$ cat config.mk
export PLATFORM = sky130hd
export DESIGN_NAME = fast_serial_shifter
export DESIGN_NICKNAME = d
export VERILOG_FILES = /design/src/rtl/fast_serial_shifter.sv
export SDC_FILE = /design/constraint.sdc
export NUM_CORES = 1
export LEC_CHECK = 0
export BUFFER_PORTS_ARGS = -buffer_cell sky130_fd_sc_hd__buf_2
export CAP_MARGIN = 15
export CELL_PAD_IN_SITES_DETAIL_PLACEMENT = 0
export CELL_PAD_IN_SITES_GLOBAL_PLACEMENT = 1
export CORE_ASPECT_RATIO = 2
export CORE_MARGIN = 2
export CORE_UTILIZATION = 35
export CTS_CLUSTER_SIZE = 12
export DETAILED_ROUTE_END_ITERATION = 7
export PLACE_DENSITY = 0.77
export SLEW_MARGIN = 20
export SYNTH_ARGS = -nofsm -noshare
export SYNTH_HDL_FRONTEND = slang
export SYNTH_SLANG_ARGS = --single-unit
$ cat constraint.sdc
create_clock -name clk -period 3.6 [get_ports clk]
set_clock_uncertainty 0.05 [all_clocks]
set_input_delay 0.54 -clock clk [delete_from_list [all_inputs] [get_ports clk]]
set_output_delay 0.54 -clock clk [all_outputs]
set_load 0.05 [all_outputs]
$ cat src/rtl/fast_serial_shifter.sv
module fast_serial_shifter #(
  parameter int DATA_W = 5
) (
  input  logic                                    clk,
  input  logic                                    rst_n,
  input  logic                                    wr_en,
  input  logic                                    rd_en,
  input  logic                                    addr,
  input  logic [DATA_W+$clog2(DATA_W+1)-1:0]      wdata,
  output logic [DATA_W+$clog2(DATA_W+1)-1:0]      rdata,
  output logic                                    ser_clk,
  output logic                                    ser_dat,
  output logic                                    busy,
  output logic                                    done
);
  localparam int CNT_W = $clog2(DATA_W + 1);
  localparam int REG_W = DATA_W + CNT_W;
  localparam int PH_W  = CNT_W + 1;

  logic              sd_q, mode_q, half_q;
  logic [REG_W-1:0]  fast_q;
  logic [DATA_W-1:0] sh_q;
  logic [PH_W-1:0]   left_q;
  logic              busy_q, done_q, sclk_q, pre_q;

  wire [CNT_W-1:0] wcnt   = wdata[REG_W-1:DATA_W];
  wire             cnt_ok = (wcnt != '0) && (int'(wcnt) <= DATA_W);
  wire             launch = wr_en && addr && !busy_q && !mode_q && cnt_ok;
  wire             tick   = busy_q && (!half_q || pre_q);

  always_ff @(posedge clk) begin
    if (!rst_n) begin
      sd_q   <= 1'b0;
      mode_q <= 1'b0;
      half_q <= 1'b0;
      fast_q <= '0;
      sh_q   <= '0;
      left_q <= '0;
      busy_q <= 1'b0;
      done_q <= 1'b0;
      sclk_q <= 1'b0;
      pre_q  <= 1'b0;
    end else begin
      done_q <= 1'b0;
      if (wr_en && !addr) begin
        sd_q   <= wdata[0];
        mode_q <= wdata[1];
        half_q <= wdata[2];
      end
      if (launch) begin
        fast_q <= wdata;
        sh_q   <= wdata[DATA_W-1:0];
        left_q <= {wcnt, 1'b0};
        busy_q <= 1'b1;
        sclk_q <= 1'b0;
        pre_q  <= 1'b0;
      end else if (busy_q) begin
        pre_q <= half_q ? ~pre_q : 1'b0;
        if (tick) begin
          left_q <= left_q - 1'b1;
          if (left_q == PH_W'(1)) begin
            busy_q <= 1'b0;
            done_q <= 1'b1;
            sclk_q <= 1'b0;
          end else begin
            sclk_q <= ~sclk_q;
            if (sclk_q) sh_q <= sh_q >> 1;
          end
        end
      end
    end
  end

  always_comb begin
    rdata = '0;
    if (rd_en) begin
      if (addr) rdata = fast_q;
      else      rdata = REG_W'({half_q, mode_q, sd_q});
    end
  end

  assign ser_clk = sclk_q;
  assign ser_dat = busy_q ? (sh_q[0] ^ sd_q) : sd_q;
  assign busy    = busy_q;
  assign done    = done_q;
endmodule


Word level (Yosys, flattened, before mapping)
Index checks and enable logic that the tools add are counted.
W data, S select, Z words.
{"block": "op_classes", "n_addsub": 1, "magnitude_cmp": 1, "n_eq_ne": 2, "n_mux": 18, "n_bitwise": 6, "reduce_logical": 21}
{"op": "$mux W5", "n": 5}
{"op": "$mux W8", "n": 2}
{"op": "$mux W4", "n": 3}
{"op": "$mux W1", "n": 8}
{"op": "$logic_and A1 B1 Y1", "n": 7}
{"op": "$reduce_bool A2 Y1", "n": 3}
{"op": "$not A1 Y1", "n": 5}
{"op": "$eq A4 B1 Y1 const B", "n": 1}
{"op": "$logic_not A1 Y1", "n": 4}
{"op": "$reduce_and A2 Y1", "n": 2}
{"op": "$reduce_and A4 Y1", "n": 1}
{"op": "$reduce_or A4 Y1", "n": 1}
{"op": "$sub A4 B1 Y4 const B", "n": 1}
{"op": "$le A3 B3 Y1 const B", "n": 1}
{"op": "$reduce_bool A3 Y1", "n": 1}
{"op": "$ne A2 B2 Y1 const B", "n": 1}
{"op": "$reduce_or A2 Y1", "n": 1}
{"op": "$logic_or A1 B1 Y1", "n": 1}
{"op": "$xor A1 B1 Y1", "n": 1}
{"block": "word_totals", "regBits": 24, "inputBits": 13}

Depth between registers and ports, before layout
Gate-level depths: netlist of run 1.
{"block": "depth", "ltp_word": 6, "depth_mapped": 6}

Worst setup path before layout of run 1
OpenSTA, ideal clock, no wires.
{"block": "synth_path", "kind": "reg2out", "from": "reg busy_q, in the netlist busy", "to": "out ser_dat", "arrival_ps": 1869, "required_time_ps": 3010, "setup_slack_ps": 1141, "stages_incl_launch_ff": 4, "n_path_buf": 1, "path_cell_list": "dfxtp_1 > clkbuf_1 > nand2_1 > xnor2_1"}
{"block": "synth_via", "elab_chain_len": 1}
{"element": "start: declaration", "line_no": "24", "rtl": "logic busy_q, done_q, sclk_q, pre_q;"}
{"element": "start signal: assignment", "line_no": "39", "rtl": "busy_q <= 1'b0;"}
{"element": "start signal: assignment", "line_no": "54", "rtl": "busy_q <= 1'b1;"}
{"element": "start signal: assignment", "line_no": "62", "rtl": "busy_q <= 1'b0;"}
{"element": "$mux W1", "line_no": "83", "rtl": "assign ser_dat = busy_q ? (sh_q[0] ^ sd_q) : sd_q;"}
{"element": "end: declaration", "line_no": "12", "rtl": "output logic ser_dat,"}
Every way passes these cells.

Worst setup path in the final report of run 1
Same ends and word-level chain as after synthesis.

==> reports/metrics.cfg, run 1 <==
[status]
outcome = finished, final reports clean

[worst_setup_path]
critPathBufInv = 1
worstSetupEndpointType = output port
slowest_stage = dfxtp_1
crit_family = flip-flops
start_kind = flip-flop
worstPathRequired_ps = 3010
path_cells = nand2_1 -> xnor2_1 -> buf_2
slowest_delay_ps = 590
criticalPathCategory = flip-flop to output port
arrival_ps = 1420
critPathMaxFanout = 13

[drt]
totalWireLength_um = 2310
drc_errors = 0
drt_first_iter_violations = 19
wire_per_inst_um = 13.0
antenna_left = 0
vias_per_cell = 5.26
first_pass_iters = 4
via_count = 937

[clocking]
insertion_delay_ps = 260
cts_buffer_depth = 2
cts_inserted_buffers = 3
hold_buffers = 0
cts_root_buf = clkbuf_8
post_cts.repair.setup_buffers = 0
cts.repair.resized = 0
cts.sinks = 24
clk_pin_slew_ps = 80
h-tree-depth = 1
cts_tree = built

[sta]
tightestPinTransition_ps = 431
max_slew_margin_pct = 71.2
finalHoldViolations = 0
worst_slack_ps = 1590
final_max_slew_viol_count = 0
fmax_ghz = 0.498
setup_viol = 0
fin_crit_ps = 2010
fin_setup_tns_ps = 0
layout_worst_path_cycle_share_pct = 55.8
grt_setup_unrepaired = false

[cells_and_area]
instances_no_fill = 178
seq_area_um2 = 480
area_growth_pct = 16.1
final_nets = 163
diodes = 0
fillers = 325
fin_util_pct = 41.8
multi_input_area_um2 = 584
drive_gt1_share_pct = 21.8

[placed_design]
gp_congestion = 0.689
hpwl_um = 1770
port_buffers = 24
dp_slack_ps = 1620
placed_cells = 174

[logic_synthesis]
synth-async-reset-ratio_pct = 0
synth_warnings = 0
synthTopCellsByArea = dfxtp_1, nand2_1, mux2i_1
synth_commonest_cells = dfxtp_1, nand2_1, a21boi_0, nand3_1, nor2b_1
synth_edf_count = 0
synth_cell_types = 34
ys_ff_latch = 24
synth-main-ff-cell = dfxtp_1
synth_top_area_share_pct = 43.2
syn_avg_cell_area_um2 = 8.89
synth.yosys.seq_area_share_pct = 43.2
syn-cell-area_um2 = 1110
yosysTopAreaCell = dfxtp_1
synthCells = 125
synth_nets = 140

[job]
max_cap_violations = 0

[grt]
grt_max_degree = 20
grt_usage_pct = 13.7
grt_pass1_vias = 902
grt_overflow = 0
antenna_found_initial = 0
grt_pass1_wl_um = 3950

[die]
core.rowCount = 29
io_pins = 25
coreArea_um2 = 3080
start_util_pct = 36.0
fp.dieArea_um2 = 3670
die_w_um = 43.8
floorplan.die.height_um = 83.7

[pwr]
leakagePower_nw = 0.536
p_per_area_nw_per_um2 = 424
power_mw = 0.547
ir_worst_vdd_mv = 0.298

[hold_path]
hold_class = flip-flop to flip-flop

-- layout by cell type (no fill, tap or decap) --
master	count
a21boi_0	8
a21boi_1	1
a21oi_1	5
a311o_1	1
a31oi_1	4
and3_1	6
and3_4	1
and4_1	1
and4bb_1	1
buf_2	24
clkbuf_8	4
dfxtp_1	24
ha_1	2
inv_1	3
mux2i_1	6
nand2_1	24
nand2b_1	1
nand3_1	7
nand3_2	1
nand3b_1	1
nand4_1	1
nand4b_1	1
nor2_1	1
nor2b_1	7
nor3_1	2
o2111a_1	1
o21a_1	1
o21ai_0	3
or3_4	1
or3b_2	1
xnor2_1	2
xor2_1	1
-- layer usage --
layer,vias to the layer above,wire length [µm],global-route usage [%]
li1,480,-,-
met1,433,1040,17.6
met2,22,1140,22.5
met3,2,109,2.16
met4,0,17,4.96
met5,-,0,0
-- flip-flops by register name, indices dropped and copies added, names as in the netlist --
register and flops:
busy 1, done 1, fast_q 8, half_q 1, left_q 4, mode_q 1, pre_q 1, sd_q 1
ser_clk 1, sh_q 5
-- kinds of logic after synthesis --
family / after synthesis / synth area share, %
AND/OR/NAND/NOR: 57 / 28.0
AO/OA/AOI/OAI: 24 / 14.5
flip-flops: 24 / 43.2
buffers and inverters: 9 / 4.17
multiplexers: 6 / 5.41
XOR/XNOR: 3 / 2.37
adder cells (fa/ha/maj): 2 / 2.25
-- power breakdown --
group	total [mW]	leakage [nW]	internal (mW)	switching, mW
sequential	0.291	0.196	0.280	0.0114
clock	0.175	0.0288	0.0974	0.0781
combinational	0.0802	0.312	0.0317	0.0484
-- per-stage QoR --
stage          cell area, µm²  hold slack [ps]
6_report                 1290              412
5_1_grt                  1290              445
4_1_cts                  1290              413
3_5_place_dp             1230              403
3_3_place_gp             1230              398
2_1_floorplan            1110              386
-- worst register-to-register path, stage by stage, from the launching register on --
cell	delay, ps
dfxtp_1	450
and4bb_1	380
nand3_2	320
and3_1	300
o21a_1	170
-- path summary, 6_finish.rpt --
kind | cells after the start | slack [ps] | start | to
setup / recovery | 3 | 1590 | busy$_SDFF_PN0_ | ser_dat
hold / removal | 2 | 410 | fast_q[0]$_SDFFE_PN0P_ | fast_q[0]$_SDFFE_PN0P_
setup reg to reg | 4 | 1840 | busy$_SDFF_PN0_ | left_q[3]$_SDFFE_PN0P_
hold reg to reg | 2 | 410 | fast_q[0]$_SDFFE_PN0P_ | fast_q[0]$_SDFFE_PN0P_
-- final cells by class --
type | instances | area share (%)
multi-input combinational | 92 | 45.3
clock buffer | 4 | 4.27
tap | 31 | 3.01
timing repair buffer | 24 | 9.31
sequential | 24 | 37.2
inverter | 3 | 0.873
(Power assumes the default switching activity.)
==> inputs of run 2 (changes only) <==
Clock period 3.6 ns to 2 ns, I/O delays scaled along.
==> reports/metrics.cfg, run 2 (synthesis results as in run 1) <==
[die]
die_w_um = 43.8
io_pins = 25
coreArea_um2 = 3080
start_util_pct = 36.0
floorplan.die.height_um = 83.7
core.rowCount = 29
fp.dieArea_um2 = 3670

[worst_setup_path]
path_cells = inv_1 -> ha_1 -> or3b_2 -> nand4_1 -> nand3_1 -> a31oi_1
startpoint = left_q[1]$_SDFFE_PN0P_
slowest_delay_ps = 500
start_kind = flip-flop
rrSetupSlack_ps = 340
cp.depth = 6
critPathBufInv = 1
worstSetupEndpointType = flip-flop
arrival_ps = 1800
r2r-start = left_q[1]$_SDFFE_PN0P_
slowest_stage = or3b_2
worstPathRequired_ps = 2140
worstSetupEndpoint = sh_q[2]$_SDFFE_PN0P_
r2r-end = sh_q[2]$_SDFFE_PN0P_
crit_family = simple AND/OR/NAND/NOR gates
worstRegToRegCells = 6
critPathMaxFanout = 5
criticalPathCategory = flip-flop to flip-flop

[drt]
wire_per_inst_um = 13.1
via_count = 930
drc_errors = 0
vias_per_cell = 5.17
drt_first_iter_violations = 14
antenna_left = 0
totalWireLength_um = 2360
first_pass_iters = 4

[grt]
antenna_found_initial = 0
grt_pass1_vias = 912
grt_usage_pct = 14.1
grt_pass1_wl_um = 4040
grt_max_degree = 18
grt_overflow = 0

[cells_and_area]
instances_no_fill = 180
largest-register = fast_q
fin_area_um2 = 1310
diodes = 0
drive_gt1_share_pct = 23.5
final_nets = 165
area_growth_pct = 18.1
fin_util_pct = 42.6
largest_reg_flops = 8
mostFrequentLayoutCells = nand2_1, dfxtp_1, buf_2, a21boi_0
largestRegisters = fast_q: 8 flops, sh_q: 5 flops, left_q: 4 flops
fillers = 332

[sta]
grt_setup_unrepaired = false
final_max_slew_viol_count = 0
tightestPinTransition_ps = 363
fin_setup_tns_ps = 0
fin_crit_ps = 1660
max_slew_margin_pct = 75.7
fmax_ghz = 0.603
layout_worst_path_cycle_share_pct = 83.0
finalHoldViolations = 0
setup_viol = 0

[clocking]
cts_tree = built
clk_pin_slew_ps = 80
hold_buffers = 0
post_cts.repair.setup_buffers = 0
insertion_delay_ps = 270
cts.sinks = 24
cts_inserted_buffers = 3
cts.repair.resized = 0
cts_buffer_depth = 2
cts_root_buf = clkbuf_8
h-tree-depth = 1

[placed_design]
placed_cells = 176
place_area_um2 = 1260
hpwl_um = 1830
gp_congestion = 0.837
port_buffers = 24

[job]
max_cap_violations = 0

[pwr]
ir_worst_vdd_mv = 0.525
p_per_area_nw_per_um2 = 762
leakagePower_nw = 0.555

[status]
outcome = finished, final reports clean

[hold_path]
hold_class = input port to flip-flop

run 2: cell count changes in the layout (fill, tap and decap cells not counted), sizes merged:
cell / before / now
buf: 24 / 26
run 2: per-layer routing:
metal	GRT usage [%]	wire length, µm	vias up
li1	-	-	484
met3	1.30	118	5
met5	0	0	-
met1	18.7	1050	412
met4	6.61	48	0
met2	22.1	1140	29
run 2: worst reg2reg max path, delay by kind of cell (launching register included):
family                   cells  cell delay [ps]
AO/OA/AOI/OAI                1              170
AND/OR/NAND/NOR              3              840
adder cells (fa/ha/maj)      1              130
flip-flops                   1              330
buffers and inverters        1               80
run 2: worst min-delay path by stage:
stage,start,end,slack [ps],depth (start not counted)
after CTS,wdata[4],sh_q[4]$_SDFFE_PN0P_,260,3
after global placement,fast_q[1]$_SDFFE_PN0P_,fast_q[1]$_SDFFE_PN0P_,400,2
after detailed placement,fast_q[1]$_SDFFE_PN0P_,fast_q[1]$_SDFFE_PN0P_,400,2
after global routing,wdata[3],sh_q[3]$_SDFFE_PN0P_,270,3
after floorplan,fast_q[0]$_SDFFE_PN0P_,fast_q[0]$_SDFFE_PN0P_,390,2
final,wdata[4],sh_q[4]$_SDFFE_PN0P_,260,3
run 2: final cells by class:
type	instances	area [µm²]	area share, %
multi-input cells	92	592	45.1
flip-flops and latches	24	480	36.6
repair buffers	26	135	10.3
clock buffers	4	55.1	4.19
well taps	31	38.8	2.96
inverters	3	11.3	0.858
run 2: stage by stage:
step / worst slack (ps) / hold slack, ps / total power [mW]
2_1_floorplan: 68.6 / 386 / 0.643
3_3_place_gp: 380 / 398 / 0.685
3_5_place_dp: 345 / 399 / 0.687
4_1_cts: 324 / 255 / 1.02
5_1_grt: 237 / 267 / 1.05
6_report: 341 / 257 / 1.00
run 2: where the power goes:
part	internal, mW	leakage [nW]	switching [mW]
sequential	0.504	0.196	0.0176
combinational	0.0609	0.330	0.0909
clock	0.176	0.0288	0.151
==> inputs of run 3 (changes only) <==
Settings changed: PLACE_DENSITY 0.77 to 0.79.
Clock period 2 ns to 1.39 ns, I/O delays scaled along.
==> reports/metrics.cfg, run 3 (synthesis results as in run 1) <==
[status]
outcome = finished with violations
violations = setup timing

[cells_and_area]
diodes = 0
largestRegisters = fast_q: 8 flops, sh_q: 5 flops, left_q: 4 flops
fillers = 278
largest_reg_flops = 8
drive_gt1_share_pct = 40.4
multi_input_area_um2 = 676
seq_area_um2 = 487
final_nets = 177
area_growth_pct = 38.4
mostFrequentLayoutCells = dfxtp_1, buf_2, nand2_1, buf_4, nand3_1
largest-register = fast_q
instances_no_fill = 192
layout_commonest_cell = dfxtp_1

[worst_setup_path]
crit_family = simple AND/OR/NAND/NOR gates
worstPathRequired_ps = 1530
critPathBufInv = 1
slowest_stage = or3b_4
criticalPathCategory = flip-flop to flip-flop
path_cells = inv_2 -> ha_1 -> or3b_4 -> nand4_1 -> nand3_1 -> a31oi_1
worstSetupEndpointType = flip-flop
start_kind = flip-flop
slowest_delay_ps = 390
critPathMaxFanout = 5
arrival_ps = 1600

[die]
fp.dieArea_um2 = 3670
io_pins = 25
start_util_pct = 36.0
core.rowCount = 29
coreArea_um2 = 3080
floorplan.die.height_um = 83.7
die_w_um = 43.8

[sta]
layout_worst_path_cycle_share_pct = 105
final_max_slew_viol_count = 0
fin_crit_ps = 1460
setup_viol = 8
worst_slack_ps = -67.4
finalHoldViolations = 0
max_slew_margin_pct = 75.4
grt_setup_unrepaired = true
fmax_ghz = 0.686
tightestPinTransition_ps = 369

[drt]
drt_first_iter_violations = 10
first_pass_iters = 4
drc_errors = 0
vias_per_cell = 5.15
antenna_left = 0
wire_per_inst_um = 13.0
via_count = 988
totalWireLength_um = 2510

[grt]
antenna_found_initial = 0
grt_overflow = 0
grt_pass1_vias = 902
grt_usage_pct = 14.1
grt_pass1_wl_um = 4010
grt_max_degree = 18

[placed_design]
port_buffers = 24
gp_congestion = 0.755
hpwl_um = 1920
placed_cells = 185

[hold_path]
hold_class = input port to flip-flop

[pwr]
leakagePower_nw = 0.660
p_sw_share_pct = 26.0
clockPowerShare_pct = 30.4
power_mw = 1.51
p_int_mw = 1.12
p_comb_share_pct = 19.9
p_per_area_nw_per_um2 = 983
netSwitchingPower_mw = 0.393
p_seq_share_pct = 49.8
ir_worst_vdd_mv = 0.610

[clocking]
clk_pin_slew_ps = 80
cts.sinks = 24
cts_inserted_buffers = 3
cts_tree = built
hold_buffers = 0
h-tree-depth = 1
cts_buffer_depth = 2
insertion_delay_ps = 260
cts_root_buf = clkbuf_8

[job]
max_cap_violations = 0

-- run 3: changes by cell type in the layout (fill, tap and decap cells not counted), moves of 2 or more --
cell      before  now
buf_4          2   11
buf_6          0    4
nor2b_2        0    3
dfxtp_2        0    2
nand2_1       24   19
a21boi_0       8    4
nor2b_1        7    4
nand2_2        0    2
dfxtp_1       24   21
buf_2         24   20
nand2_4        0    3
a21boi_1       1    4
-- run 3: power groups by stage --
stage	sequential, mW	combinational (mW)	clock (mW)
2_1_floorplan	0.775	0.162	0
4_1_cts	0.751	0.279	0.473
3_3_place_gp	0.764	0.255	0
3_5_place_dp	0.765	0.260	0
6_report	0.752	0.300	0.459
5_1_grt	0.757	0.329	0.505
-- run 3: per-stage QoR --
step                      utilization (%)  setup slack, ps  TNS, ps  instance area [µm²]  hold WS, ps
after floorplan                         -            -67.8     -103                 1160          302
after global placement               44.5            -49.0     -302                 1370          402
after detailed placement             44.5            -91.9     -611                 1370          407
after CTS                            47.6            -52.1     -206                 1470          166
after global routing                 49.9             -141     -944                 1540          163
final                                49.9            -67.4     -314                 1540          162
-- run 3: worst paths after layout --
check	from	end	slack, ps	depth (start not counted)
max reg2reg	left_q[1]$_SDFFE_PN0P_	sh_q[3]$_SDFFE_PN0P_	-70	6
max	left_q[1]$_SDFFE_PN0P_	sh_q[3]$_SDFFE_PN0P_	-70	6
min	wdata[4]	sh_q[4]$_SDFFE_PN0P_	160	3
min reg2reg	fast_q[7]$_SDFFE_PN0P_	fast_q[7]$_SDFFE_PN0P_	410	2
-- run 3: metal layers --
metal | track usage, % | vias up | share of wire [%]
li1 | - | 511 | -
met4 | 5.79 | 0 | 0.88
met5 | 0 | - | 0
met3 | 1.52 | 2 | 3.9
met1 | 18.5 | 453 | 44
met2 | 22.7 | 22 | 52
-- run 3: layout make-up --
cell class                      instances  share of cell area [%]
Multi-Input combinational cell         92                    43.9
Sequential cell                        24                    31.7
Timing Repair Buffer                   38                    17.6
Clock buffer                            4                    3.58
Tap cell                               31                    2.52
Inverter                                3                   0.732
-- run 3: what timing repair did --
item / CTS / global route
hold endpoints to repair: 0 / 0
gates resized for setup: 16 / 16
endpoints found under the setup margin: 12 / 16
pin swaps: 8 / 13
buffers inserted: 2 / 1
-- run 3: worst reg2reg max path: stages, from the launching register on --
cell	delay, ps
dfxtp_2	330
inv_2	50
ha_1	130
or3b_4	390
nand4_1	170
nand3_1	100
a31oi_1	170
